File: src/rtl/fp_exec_units.sv
module fp_exec_units #(
  parameter int TAG_W     = 5,
  parameter int ADD_LAT_S = 2,
  parameter int ADD_LAT_W = 2,
  parameter int ADD_II_S  = 1,
  parameter int MUL_LAT_S = 4,
  parameter int MUL_LAT_W = 6,
  parameter int MUL_II_S  = 2
) (
  input  logic             clk,
  input  logic             rst,
  input  logic             strong_fp,
  input  logic             add_issue,
  input  logic [TAG_W-1:0] add_tag,
  output logic             add_ready,
  output logic             add_done,
  output logic [TAG_W-1:0] add_done_tag,
  input  logic             mul_issue,
  input  logic [TAG_W-1:0] mul_tag,
  output logic             mul_ready,
  output logic             mul_done,
  output logic [TAG_W-1:0] mul_done_tag,
  input  logic             mov_issue,
  input  logic [TAG_W-1:0] mov_tag,
  output logic             mov_done,
  output logic [TAG_W-1:0] mov_done_tag
);
  localparam int ADD_D  = (ADD_LAT_S > ADD_LAT_W) ? ADD_LAT_S : ADD_LAT_W;
  localparam int MUL_D  = (MUL_LAT_S > MUL_LAT_W) ? MUL_LAT_S : MUL_LAT_W;
  localparam int ADD_JS = ADD_D - ADD_LAT_S;
  localparam int ADD_JW = ADD_D - ADD_LAT_W;
  localparam int MUL_JS = MUL_D - MUL_LAT_S;
  localparam int MUL_JW = MUL_D - MUL_LAT_W;
  localparam int ADD_NS = ADD_JS + ADD_II_S - 1;
  localparam int ADD_NW = ADD_D - 1;
  localparam int MUL_NS = MUL_JS + MUL_II_S - 1;
  localparam int MUL_NW = MUL_D - 1;

  localparam logic [ADD_D-1:0] ADD_MS = ADD_D'((64'd1 << ADD_NS) - 64'd1);
  localparam logic [ADD_D-1:0] ADD_MW = ADD_D'((64'd1 << ADD_NW) - 64'd1);
  localparam logic [MUL_D-1:0] MUL_MS = MUL_D'((64'd1 << MUL_NS) - 64'd1);
  localparam logic [MUL_D-1:0] MUL_MW = MUL_D'((64'd1 << MUL_NW) - 64'd1);
  localparam logic [ADD_D-1:0] ADD_IS = ADD_D'(64'd1 << ADD_JS);
  localparam logic [ADD_D-1:0] ADD_IW = ADD_D'(64'd1 << ADD_JW);
  localparam logic [MUL_D-1:0] MUL_IS = MUL_D'(64'd1 << MUL_JS);
  localparam logic [MUL_D-1:0] MUL_IW = MUL_D'(64'd1 << MUL_JW);

  logic [ADD_D-1:0] add_v;
  logic [TAG_W-1:0] add_t [ADD_D];
  logic [ADD_D-1:0] add_ins;
  logic [MUL_D-1:0] mul_v;
  logic [TAG_W-1:0] mul_t [MUL_D];
  logic [MUL_D-1:0] mul_ins;
  logic             mov_v;
  logic [TAG_W-1:0] mov_t;

  assign add_ready = ~|(add_v & (strong_fp ? ADD_MS : ADD_MW));
  assign mul_ready = ~|(mul_v & (strong_fp ? MUL_MS : MUL_MW));
  assign add_ins   = (add_issue && add_ready) ? (strong_fp ? ADD_IS : ADD_IW) : '0;
  assign mul_ins   = (mul_issue && mul_ready) ? (strong_fp ? MUL_IS : MUL_IW) : '0;

  always_ff @(posedge clk) begin
    if (rst) add_v <= '0;
    else     add_v <= (add_v << 1) | add_ins;
    add_t[0] <= add_tag;
    for (int k = 1; k < ADD_D; k++)
      add_t[k] <= add_ins[k] ? add_tag : add_t[k-1];
  end

  always_ff @(posedge clk) begin
    if (rst) mul_v <= '0;
    else     mul_v <= (mul_v << 1) | mul_ins;
    mul_t[0] <= mul_tag;
    for (int k = 1; k < MUL_D; k++)
      mul_t[k] <= mul_ins[k] ? mul_tag : mul_t[k-1];
  end

  always_ff @(posedge clk) begin
    if (rst) mov_v <= 1'b0;
    else     mov_v <= mov_issue;
    mov_t <= mov_tag;
  end

  assign add_done     = add_v[ADD_D-1];
  assign add_done_tag = add_t[ADD_D-1];
  assign mul_done     = mul_v[MUL_D-1];
  assign mul_done_tag = mul_t[MUL_D-1];
  assign mov_done     = mov_v;
  assign mov_done_tag = mov_t;

  AST_RESET_IDLE: assert property (@(posedge clk) disable iff (rst)
    $fell(rst) |-> add_ready && mul_ready && !add_done && !mul_done && !mov_done);
  AST_ADD_WEAK_BUSY: assert property (@(posedge clk) disable iff (rst)
    add_issue && add_ready && !strong_fp |=> strong_fp || !add_ready);
  AST_MUL_ISSUE_GAP: assert property (@(posedge clk) disable iff (rst)
    mul_issue && mul_ready |=> !mul_ready);
  AST_MUL_DONE_SPACED: assert property (@(posedge clk) disable iff (rst)
    mul_done |=> !mul_done);
endmodule

File: config.mk
export PLATFORM = sky130hd
export DESIGN_NAME = fp_exec_units
export DESIGN_NICKNAME = d
export VERILOG_FILES = /design/src/rtl/fp_exec_units.sv
export SDC_FILE = /design/constraint.sdc
export NUM_CORES = 1
export LEC_CHECK = 0
export ABC_AREA = 0
export BUFFER_PORTS_ARGS = -buffer_cell sky130_fd_sc_hd__buf_2
export CAP_MARGIN = 20
export CORE_MARGIN = 2
export CORE_UTILIZATION = 35
export CTS_BUF_LIST = sky130_fd_sc_hd__clkbuf_8 sky130_fd_sc_hd__clkbuf_16
export DETAILED_ROUTE_END_ITERATION = 10
export HOLD_SLACK_MARGIN = 0.08
export PLACE_DENSITY = 0.66
export SYNTH_ARGS = -nofsm -noshare
export SYNTH_HDL_FRONTEND = slang
export SYNTH_SLANG_ARGS = --single-unit
File: constraint.sdc
create_clock -name clk -period 1.8 [get_ports clk]
set_input_delay 0.36 -clock clk [delete_from_list [all_inputs] [get_ports clk]]
set_output_delay 0.36 -clock clk [all_outputs]
set_load 0.01 [all_outputs]
# After elaboration in Yosys (flattened, before gate mapping)
# Memories as Yosys holds them, arrays and structs flattened.
# Cells that the tools add are included.
# W data, S select, Z words.
dict set report word_totals {
  regBits 14
  ram_bits 40
  wordCells 27
  mem_count 2
}
dict set report op_classes {
  mux 11
  n_bitwise 4
  n_reduce_logical 6
}
# name words word_bits read_ports rd_clocked_by_memory_dff wr line_no
set memory_table {}
lappend memory_table {mul_t 6 5 6 0 6 52} ;# logic [TAG_W-1:0] mul_t [MUL_D];
lappend memory_table {add_t 2 5 2 0 2 49} ;# logic [TAG_W-1:0] add_t [ADD_D];
# operator n
set ops {}
lappend ops {{$mux W5} 7}
lappend ops {{$and A6 B5 Y6} 1}
lappend ops {{$mux W3} 2}
lappend ops {{$or A6 B3 Y6} 1}
lappend ops {{$reduce_or A6 Y1} 1}
lappend ops {{$and A2 B1 Y2} 1}
lappend ops {{$logic_and A1 B1 Y1} 2}
lappend ops {{$logic_not A1 Y1} 2}
lappend ops {{$mux W1} 2}
lappend ops {{$or A2 B1 Y2} 1}
lappend ops {{$reduce_or A2 Y1} 1}

# Logic depth before layout (Yosys ltp)
# Gate-level depths: netlist (run 1).
dict set report logic_depth {
  word_depth 7
  ltp_mapped 4
  mapped_depth_nobuf 3
}

# Worst setup path before layout (run 1)
# No wires, ideal clock.
dict set report synth_path {
  path_type {reg-to-reg}
  from {register mul_v[2]}
  to {memory mul_t[2][0]}
  setup_ns 0.121
  arrival_time_ns 1.056
  required_ns 1.679
  path_slack_ns 0.623
  stages_incl_launch_ff 5
  n_path_buf 1
  synth_period_minus_slack_ns 1.177
  cell_sequence {dfxtp_1 -> nor3_2 -> and3_1 -> buf_6 -> mux2_4}
}
# item line_no
set synth_lines {}
lappend synth_lines {{from (decl)} 51} ;# logic [MUL_D-1:0] mul_v;
lappend synth_lines {{from (signal assigned)} 72} ;# else mul_v <= (mul_v << 1) | mul_ins;
lappend synth_lines {{to (decl)} 52}

# Worst setup path in the final report (run 1)
dict set report layout_path {
  from {register mul_v[2]}
  to {output mul_ready}
}
dict set report layout_via {
  elab_chain_len 3
}
# item line_no
set layout_lines {}
lappend layout_lines {{$and A6 B5 Y6} 58} ;# assign mul_ready = ~|(mul_v & (strong_fp ? MUL_MS : MUL_MW));
lappend layout_lines {{$reduce_or A6 Y1} 58}
lappend layout_lines {{$logic_not A1 Y1} 58}
lappend layout_lines {{to (decl)} 20} ;# output logic mul_ready,
# Every way passes these cells.

==> results.md, run 1 <==
- Drt total wl: between 1.5 and 2 mm
- Worst Setup End Kind: primary output
- Commonest non-fill, non-tap cell in the layout: dfxtp_1
- # resized after CTS: 0
- RePlAce Congestion: between 0.5 and 0.6
- TritonRoute pass-1 iters: 3
- Filler Cells Inserted: about 360
- GRT overflow: 0
- WP data arrival: between 1000 and 1500 ps
- Clk sinks: between 50 and 60
- ANT cells: 0
- Std cell rows: 22
- Total chip power: 0.00215 W
- Initial antenna violation count: 0
- Syn Nets: 101
- Setup Viol. Count Final: 0
- Port bufs: 40
- Fin area: approximately 1600 um2
- Pwr/cell area: 1320 nW/um2
- Netlist cell types: 12
- FF+latch count, synth: 54
- Most frequent cells in the layout: dfxtp_1 (54), buf_2 (40), nor2b_1 (6), mux2_4 (5), clkbuf_8 (5)
- Post-route setup TNS: 0 ps
- Starting Density: 35.9%
- Synth Area in Compound Gates: approximately 1.3%
- Largest net degree at the start of global routing: 17
- Layout cells sized above 1: approximately 43%
- Fin crit period: around 1500 ps
- CTS tree: built
- Total Routing Usage GR: roughly a tenth
- Crit Path Max Fanout: 2
- Post-Synth XOR/XNOR Area: 0%
- Finished Core Util: ~45%
- Post-synthesis cell area: ~1300 um2
- Largest family of logic cells by synthesized area: simple AND/OR/NAND/NOR gates
- Setup crit start kind: flip-flop
- Top Layer Used: met4
- Worst-margin pin slew: around 340 ps
- Worst Hold Depth: 1
- Critical path type: flip-flop to primary output
- Max-slew violations: 0
- Post-Syn Instances: 80
- Max Root-Sink Buffers: 2
- DIE AREA: 4230 um2
- HP Start: add_tag[4]
- Post-Place Cell Area: 1520 um2
- Later-pin clock latency in the skew report: 300 ps
- Worst Hold Class: input pin to flip-flop
- Post-CTS Setup Bufs: 0
- Sequential share of the synthesized area: about 83%
- Residual DRC count: 0
- H-tree Lvls: 2
- Final-report hold violation count: 0
- Leak pwr: between 0.7 and 0.8 nW
- Avg Inst Size Synth: 16.3 um2
- Post-route ant nets: 0
- Die H: around 65 um
- Vias in the first global route: just under 700
- Detailed placement HPWL: approximately 1.3 mm
- Reg2Reg Capture Point: mul_t[2][2]
- Outcome: complete, no violations
- R2R Setup Slk: between 400 and 500 ps
- Peak VDD IR: ~0.43 mV
- First-pass GRT wire length: just under 3 mm
- Clock skew: 6.59 ps
- Fmax: about 0.66 GHz
- Worst path required time: between 1000 and 1500 ps
- Simple-gate share of the synthesized area: between 6 and 7%
- Clock root buffer: clkbuf_8
- I/O pin count: a little over 40
- RSZ-0062 raised after global routing: no
- R2R depth: 3
- Final nets: approximately 140
- Met3 routed WL: 204 um
- Final worst path period share: a little over four fifths
- Initial DRC Count: 37
- M1 WL: about 730 um
- Yosys Warn Count: 0
- DR WL/cell: between 10 and 15 um
- Chip width: 65.1 um
- Routed wl met2: 898 um
- WHS Endpoint: add_t[0][4]
- Mux cell area share after synthesis: under 10%
- DR vias: 654
- Relative slew margins: between 70 and 80%
- Synthesis-to-finish area growth: 24.6%
- Core area: approximately 3600 um2
- Worst r2r src: mul_v[2]
- Clock slew seen by the registers of the worst setup and hold paths: 90 ps
- TritonCTS buffer count: 5
- Hold_buf cts: 0
- Adder-cell share of the synthesized area: 0%
- Avg Vias per Cell: ~3.8
- Max cap viols: 0
-- cells in the mapped netlist (all sizes together) --
library cell / n / area share, %
nor2: 2 / 0.58
nand2b: 1 / 0.48
o21ba: 1 / 0.77
o21a: 1 / 0.58
and3b: 1 / 0.67
buf: 6 / 3.7
dfxtp: 54 / 83
nor2b: 6 / 2.9
nor3: 1 / 0.77
and3: 2 / 0.96
mux2: 5 / 5.8
-- power by group --
| part | switching, W | total (W) | internal, W |
|---|---|---|---|
| Combinational | 0.0000461 | 0.000103 | 0.0000569 |
| Sequential | 0.0000177 | 0.00129 | 0.00127 |
| Clock | 0.000353 | 0.000762 | 0.000409 |
-- worst max-delay path by stage --
stage                   from     endpoint  slack [ps]  cells after the start
global placement    mul_v[2]  mul_t[2][3]         500                      3
global route        mul_v[2]    mul_ready         220                      3
floorplan           mul_v[2]  mul_t[2][0]         620                      4
finish              mul_v[2]    mul_ready         290                      3
CTS                 mul_v[2]    mul_ready         300                      3
detailed placement  mul_v[2]  mul_t[2][3]         440                      3
-- area by class of cell --
cell class	instances	area, um2	area share, %
clock inverter	3	41.3	2.54
tap	48	60.1	3.69
multi-input combinational	20	175	10.8
sequential	54	1080	66.5
clock buffer	5	68.8	4.23
timing repair buffer	40	200	12.3
-- metal layers --
| layer | global-route usage [%] | vias up |
|---|---|---|
| li1 | - | 326 |
| met5 | 0 | - |
| met1 | 9.61 | 291 |
| met4 | 7.03 | 0 |
| met2 | 16.1 | 32 |
| met3 | 5.56 | 5 |
-- worst max-delay path, cell delays in order, from the launching register on --
cell,delay [ps]
dfxtp_1,330
nor3_2,220
o21a_1,170
buf_2,130
-- stage by stage --
step	hold WS (ps)	setup WS, ps	std cells
floorplan	310	623	80
global placement	310	504	162
detailed placement	312	437	162
CTS	151	296	170
global route	133	222	170
finish	161	293	170
-- kinds of logic (layout without fill, tap and decap cells) --
logic type / after synthesis / count (layout)
AOI/OAI and AO/OA: 2 / 2
and+or+nand+nor: 13 / 13
buffers and inverters: 6 / 48
muxes: 5 / 5
DFF: 54 / 54
-- flip-flops by register name, summed over array words and instances (netlist names) --
signal / cells
mul_t: 30
mul_v: 6
mov_done: 1
add_v: 2
add_t: 10
mov_done_tag: 5
No activity file was read; power rests on OpenSTA's default activity.
==> run 2, diff against run 1 <==
--- a/config.mk
+++ b/config.mk
@@ -5,7 +5,7 @@
 export SDC_FILE = /design/constraint.sdc
 export NUM_CORES = 1
 export LEC_CHECK = 0
-export ABC_AREA = 0
+export ABC_AREA = 1
 export BUFFER_PORTS_ARGS = -buffer_cell sky130_fd_sc_hd__buf_2
 export CAP_MARGIN = 20
 export CORE_MARGIN = 2
==> constraint.sdc (replaced) <==
create_clock -name clk -period 1.6 [get_ports clk]
set_input_delay 0.32 -clock clk [delete_from_list [all_inputs] [get_ports clk]]
set_output_delay 0.32 -clock clk [all_outputs]
set_load 0.01 [all_outputs]
==> run 2 against run 1 <==
  * Combinational power grew 37%
  * Synthesized area rose by 5.9%
  * Utilization is 0.72 points higher
  * Largest cell class unchanged
==> results.md, run 2 <==
- Clock root buffer: clkbuf_8
- EDFF count, synth: 0 (unchanged)
- First-pass GRT wire length: 3.01 mm (+1.9%)
- Post-synthesis cell area: 1380 um2 (+5.9%)
- WP depth: 4 (+1)
- Worst r2r src: mul_v[2]
- GRT overflow: 0 (unchanged)
- Synth top area share: 78.2% (-4.6 points)
- Post-Place Cell Area: 1590 um2 (+4.9%)
- Placed insts: 185 (+14%)
- Hold_buf cts: 0 (unchanged)
- Final nets: 165 (+16%)
- Netlist cell types: 19 (+7)
- Filler Cells Inserted: 363 (unchanged)
- Biggest register: mul_t
- Detailed placement HPWL: 1.43 mm (+6.7%)
- Std cell rows: 22 (unchanged)
- Cell Chain, Critical Path: inv_1, nand3_2, nor2_8, buf_2
- Most common cell in the netlist: dfxtp_1
- TritonRoute pass-1 iters: 4 (+1)
- Crit path max-delay family: flip-flops
- Syn Nets: 125 (+24%)
- WP data arrival: 1160 ps (about the same)
- Layout cells sized above 1: 41.4% (-2.1 points)
- Worst Setup End Kind: primary output
- Largest net degree at the start of global routing: 18 (+1)
- Fin crit period: roughly 1500 ps
- CP Launch Point: mul_v[0]
- HP Start: mov_tag[2]
- Leak pwr: 0.781 nW (+3.4%)
- DIE AREA: 4470 um2 (+5.6%)
- Layout Cells excl Fill: 193 (+14%)
- Avg Inst Size Synth: 13.3 um2 (-19%)
- Avg Vias per Cell: 4.04 (+5.1%)
- Peak VDD IR: 0.584 mV (+37%)
- Area of the multi-input gates: 215 um2 (+23%)
- Crit Path Max Fanout: 7 (+5)
- Top cells by area, synth: dfxtp_1 (78%), nand2_1 (3.0%), buf_4 (2.7%)
- Post-route setup TNS: 0 ps (unchanged)
- RSZ-0062 raised after global routing: no
- Post-Syn Instances: 104 (+30%)
- I/O pin count: 41 (unchanged)
- Fin area: 1690 um2 (+3.9%)
- Top_reg_cell synth: dfxtp_1
- Later-pin clock latency in the skew report: 300 ps (about the same)
- Worst Hold Class: input pin to flip-flop
- R2R depth: 4 (+1)
- Final worst setup slack: 123 ps (-170 ps)
- Most common library cells after synthesis: dfxtp_1 (54), nand2_1 (11), nor2_1 (8), inv_1 (6)
- Chip width: 66.9 um (+2.8%)
- Relative slew margins: 82.8% (+5.6 points)
- Final worst path period share: between 90% and 100%
- Final-report hold violation count: 0 (unchanged)
- Clock slew seen by the registers of the worst setup and hold paths: 90 ps (about the same)
- Post-route ant nets: 0 (unchanged)
- Reg2Reg Capture Point: mul_t[2][1]
- DR vias: 780 (+19%)
- Residual DRC count: 0 (unchanged)
- Most frequent cells in the layout: dfxtp_1 (54), buf_2 (40), nand2_1 (11), nor2_1 (8)
- Commonest non-fill, non-tap cell in the layout: dfxtp_1
- Outcome: complete, no violations
- Share of flip-flops with an asynchronous set or reset: 0% (unchanged)
- CTS tree: built
- Max cap viols: 0 (unchanged)
- Starting Density: 37.2% (+1.3 points)
- Vias in the first global route: 751 (+11%)
- R2R Setup Slk: 600 ps (+180 ps)
- Dpl ws: 363 ps (-73.5 ps)
- Drt total wl: 1.89 mm (about the same)
- FF+latch count, synth: 54 (unchanged)
- Worst path required time: 1280 ps (-160 ps)
- Setup Viol. Count Final: 0 (unchanged)
- Critical path type: flip-flop to primary output
- Post-CTS Setup Bufs: 0 (unchanged)
- Max reg flops: 30 (unchanged)
- Finished Core Util: 45.5% (+0.72 points)
- Pwr/cell area: 1400 nW/um2 (+5.5%)
- Port bufs: 40 (unchanged)
- Synthesis-to-finish area growth: 22.3%
- Yosys Warn Count: 0 (unchanged)
- DR WL/cell: 9.78 um (-12%)
- H-tree Lvls: 2 (unchanged)
- Yosys top cell by area: dfxtp_1
- Die H: 66.9 um (+2.8%)
- TritonCTS buffer count: 5 (unchanged)
- Crit path to: mul_ready
- Max Root-Sink Buffers: 2 (unchanged)
- Fmax: about 0.68 GHz
- CP max-delay cell: dfxtp_1
- Core area: 3720 um2 (+2.3%)
- Clk sinks: 54 (unchanged)
- Slowest stage delay, CP: 330 ps (about the same)
- ANT cells: 0 (unchanged)
- Worst-margin pin slew: 259 ps (-83.8 ps)
- CP Buf/Inv Count: 2 (+1)
- Setup crit start kind: flip-flop
- Sequential share of the synthesized area: 78.2% (-4.6 points)
- RePlAce Congestion: 0.672 (+18%)
- # resized after CTS: 0 (unchanged)
- Initial antenna violation count: 0 (unchanged)
- Clock skew: 6.45 ps (-0.148 ps)
- Initial DRC Count: 32 (-14%)
- Max-slew violations: 0 (unchanged)
- Total Routing Usage GR: 9.56% (-0.43 points)
- Top flop regs: mul_t (30), add_t (10), mul_v (6)
- FF/Latch Area: 1080 um2 (unchanged)
-- run 2: cell types whose count changed after synthesis, moves of 2 or more --
| cell | change |
|---|---|
| and3_1 | -2 |
| nor2b_1 | -6 |
| nor2_1 | +6 |
| nand4_1 | +5 |
| nand2_1 | +11 |
| inv_1 | +6 |
| mux2_4 | -5 |
| inv_2 | +2 |
-- run 2: through the flow --
stage / power [W] / hold slack (ps)
detailed placement: 0.00163 / 312
finish: 0.00236 / 113
floorplan: 0.00157 / 310
global route: 0.00247 / 93.9
CTS: 0.00240 / 103
global placement: 0.00162 / 310
-- run 2: cell families (layout without fill, tap and decap cells) --
family | after synthesis | in the layout | synth area share, %
AO/OA/AOI/OAI | 2 | 2 | 1.27
AND/OR/NAND/NOR | 32 | 32 | 14.3
flip-flops | 54 | 54 | 78.2
buffers and inverters | 16 | 57 | 6.24
-- run 2: metal layers --
layer / global-route usage, % / part of all wire, % / up-vias
li1: - / - / 397
met1: 8.96 / 39 / 348
met2: 16.6 / 48 / 29
met3: 4.39 / 9.6 / 6
met4: 6.12 / 3.2 / 0
met5: 0 / 0 / -
-- run 2: worst min-delay path by stage --
stage / to / slack [ps] / cells after the start
after floorplan: add_t[0][5] / 310 / 0
after global placement: mul_t[1][4] / 310 / 0
after detailed placement: mul_t[5][1] / 310 / 0
after CTS: mov_done_tag[2] / 100 / 1
after global routing: mov_done_tag[0] / 90 / 1
final: mov_done_tag[2] / 110 / 1
-- run 2: worst reg2reg max path: stages (launching register included) --
cell	delay, ps
dfxtp_1	340
nor3_2	250
nand4_4	170
nand2_1	100
nand2_1	50
-- run 2: cell type report --
| type | instances | share of cell area [%] |
|---|---|---|
| flip-flops and latches | 54 | 64.0 |
| inverters | 9 | 2.00 |
| multi-input cells | 34 | 12.7 |
| repair buffers | 40 | 11.8 |
| clock buffers | 6 | 4.89 |
| clock inverters | 2 | 1.04 |
| well taps | 48 | 3.55 |
-- run 2: power breakdown --
part	internal (W)	switching, W
clock network	0.000356	0.000409
logic	0.0000619	0.0000788
registers	0.00143	0.0000196
==> run 3, diff against run 2 <==
--- a/config.mk
+++ b/config.mk
@@ -8,6 +8,7 @@
 export ABC_AREA = 1
 export BUFFER_PORTS_ARGS = -buffer_cell sky130_fd_sc_hd__buf_2
 export CAP_MARGIN = 20
+export CORE_ASPECT_RATIO = 0.9
 export CORE_MARGIN = 2
 export CORE_UTILIZATION = 35
 export CTS_BUF_LIST = sky130_fd_sc_hd__clkbuf_8 sky130_fd_sc_hd__clkbuf_16
==> run 3 against run 2 <==
  * Utilization shrank 0.20 points
  * Highest routed layer unchanged
  * Worst setup slack gained 1.9 ps
  * Final area grew 0.67%
  * Cell count shrank 1.0%
  * Sequential power is essentially flat
  * Via count shrank 2.1%
  * Count of clock-buffer cells in the layout shrank 1
  * Flip-flop and latch count is the same
  * Global-route usage shrank 0.23 points
  * Combinational power is essentially flat
==> results.md, run 3 (synthesized netlist as in run 2, its figures left out) <==
- Placed insts: 183 (-1.1%)
- H-tree Lvls: 2 (unchanged)
- Residual DRC count: 0 (unchanged)
- Clock root buffer: clkbuf_8
- Die H: 63.6 um (-4.8%)
- Max Root-Sink Buffers: 2 (unchanged)
- Max reg flops: 30 (unchanged)
- Critical path type: flip-flop to primary output
- Max cap viols: 0 (unchanged)
- R2R depth: 4 (unchanged)
- Post-Place Cell Area: 1590 um2 (-0.16%)
- Top flop regs: mul_t (30), add_t (10), mul_v (6)
- Fin crit period: 1480 ps (-1.89 ps)
- Sw Ratio: 20.4% (-1.1 points)
- DR WL/cell: 9.54 um (-2.4%)
- Worst Hold Depth: 1 (unchanged)
- Peak VDD IR: 0.382 mV (-35%)
- # resized after CTS: 0 (unchanged)
- DIE AREA: 4470 um2 (about the same)
- First-pass GRT wire length: 3.11 mm (+3.2%)
- Most frequent cells in the layout: dfxtp_1 (54), buf_2 (40), nand2_1 (11), nor2_1 (8), inv_1 (6)
- Commonest non-fill, non-tap cell in the layout: dfxtp_1
- CP Buf/Inv Count: 2 (unchanged)
- CP Launch Point: mul_v[0]
- TritonRoute pass-1 iters: 3 (-1)
- ANT cells: 0 (unchanged)
- Hold_buf cts: 0 (unchanged)
- Relative slew margins: 83.3% (+0.53 points)
- Core area: 3760 um2 (+1.1%)
- Later-pin clock latency in the skew report: 300 ps (about the same)
- Final nets: 165 (unchanged)
- RSZ-0062 raised after global routing: no
- I/O pin count: 41 (unchanged)
- RePlAce Congestion: 0.673 (about the same)
- Drt total wl: 1.82 mm (-3.4%)
- Post-route setup TNS: 0 ps (unchanged)
- Setup crit start kind: flip-flop
- Detailed placement HPWL: 1.35 mm (-5.5%)
- Cell-internal power: 0.00196 W (+5.9%)
- Layout cells sized above 1: 41.4% (unchanged)
- Fmax: 0.678 GHz (+0.13%)
- Pwr/cell area: 1450 nW/um2 (+3.7%)
- Initial DRC Count: 16 (-50%)
- Initial antenna violation count: 0 (unchanged)
- Vias in the first global route: 733 (-2.4%)
- Largest net degree at the start of global routing: 18 (unchanged)
- WP depth: 4 (unchanged)
- Avg Vias per Cell: 4.00 (-1.0%)
- Final-report hold violation count: 0 (unchanged)
- Worst r2r src: mul_v[2]
- Starting Density: 36.8% (-0.41 points)
- CP max-delay cell: dfxtp_1
- Clk pwr share: 35.4% (+3.0 points)
- Fin area: 1700 um2 (+0.67%)
- Clock slew seen by the registers of the worst setup and hold paths: 90 ps (about the same)
- Leak pwr: 0.780 nW (-0.13%)
- GRT overflow: 0 (unchanged)
- Finished Core Util: 45.3% (-0.20 points)
- Max-slew violations: 0 (unchanged)
- Chip width: 70.3 um (+5.1%)
- Post-route ant nets: 0 (unchanged)
- R2R Setup Slk: 640 ps (+40 ps)
- Slowest stage delay, CP: 330 ps (about the same)
- Flop pwr share: 59.0% (-2.6 points)
- Biggest register: mul_t
- Worst Setup End Kind: primary output
- Port bufs: 40 (unchanged)
- Final worst path period share: 92.2% (-0.12 points)
- Std cell rows: 21 (-4.5%)
- Cell Chain, Critical Path: inv_1, nand3_2, nor2_8, buf_2
- Crit path max-delay family: flip-flops
- Clk sinks: 54 (unchanged)
- Worst Hold Class: input pin to flip-flop
- Gate power share: 5.6% (-0.4 points)
- Outcome: complete, no violations
- Worst path required time: 1280 ps (about the same)
- Layout Cells excl Fill: 191 (-1.0%)
- Crit Path Max Fanout: 7 (unchanged)
- Total Routing Usage GR: 9.33% (-0.23 points)
- TritonCTS buffer count: 5 (unchanged)
- WP data arrival: 1160 ps (about the same)
- DR vias: 764 (-2.1%)
- Synthesis-to-finish area growth: 23.1%
- P_sw: 0.000502 W (-0.99%)
- Filler Cells Inserted: 349 (-3.9%)
- Reg2Reg Capture Point: mul_t[2][1]
- Crit path to: mul_ready
- CTS tree: built
- Worst-margin pin slew: 251 ps (-7.89 ps)
- Clock skew: 4.59 ps (-1.86 ps)
- Post-CTS Setup Bufs: 0 (unchanged)
- Setup Viol. Count Final: 0 (unchanged)
run 3: power groups by stage:
stage / Combinational [W] / Clock, W / Sequential (W)
final: 0.000138 / 0.000871 / 0.00145
after global routing: 0.000153 / 0.000956 / 0.00146
after CTS: 0.000140 / 0.000908 / 0.00146
after detailed placement: 0.000139 / 0 / 0.00149
after global placement: 0.000138 / 0 / 0.00148
after floorplan: 0.0000748 / 0 / 0.00149
run 3: how the worst min path moves through the flow:
stage / from / slack, ps / to
floorplan: add_t[0][0] / 310 / add_t[0][5]
global placement: mul_t[3][4] / 310 / mul_t[4][4]
detailed placement: mul_t[2][4] / 310 / mul_t[3][4]
CTS: mov_tag[2] / 100 / mov_done_tag[2]
global route: mov_tag[2] / 100 / mov_done_tag[2]
finish: mov_tag[2] / 120 / mov_done_tag[2]
run 3: worst reg2reg max path: stages, from the launching register on:
cell and delay, ps:
dfxtp_1 340, nor3_2 230, nand4_4 160, nand2_1 90, nand2_1 40
run 3: metrics by stage:
stage,power [W],hold WS [ps],setup slack [ps]
2_1_floorplan,0.00157,310,621
3_3_place_gp,0.00162,310,376
3_5_place_dp,0.00163,312,362
4_1_cts,0.00250,103,105
5_1_grt,0.00257,95.7,32.8
6_report,0.00246,116,125
run 3: area by class of cell:
| class | instances | area, um2 | area share [%] |
|---|---|---|---|
| Clock inverter | 3 | 45.0 | 2.65 |
| Clock buffer | 5 | 68.8 | 4.04 |
| Multi-Input combinational cell | 34 | 215 | 12.6 |
| Tap cell | 46 | 57.6 | 3.38 |
| Inverter | 9 | 33.8 | 1.99 |
| Sequential cell | 54 | 1080 | 63.5 |
| Timing Repair Buffer | 40 | 200 | 11.8 |
run 3: routing by layer:
metal	GRT usage, %	wire length (um)
met4	6.49	59
met2	16.5	1010
met1	8.30	658
met5	0	0
met3	4.32	98
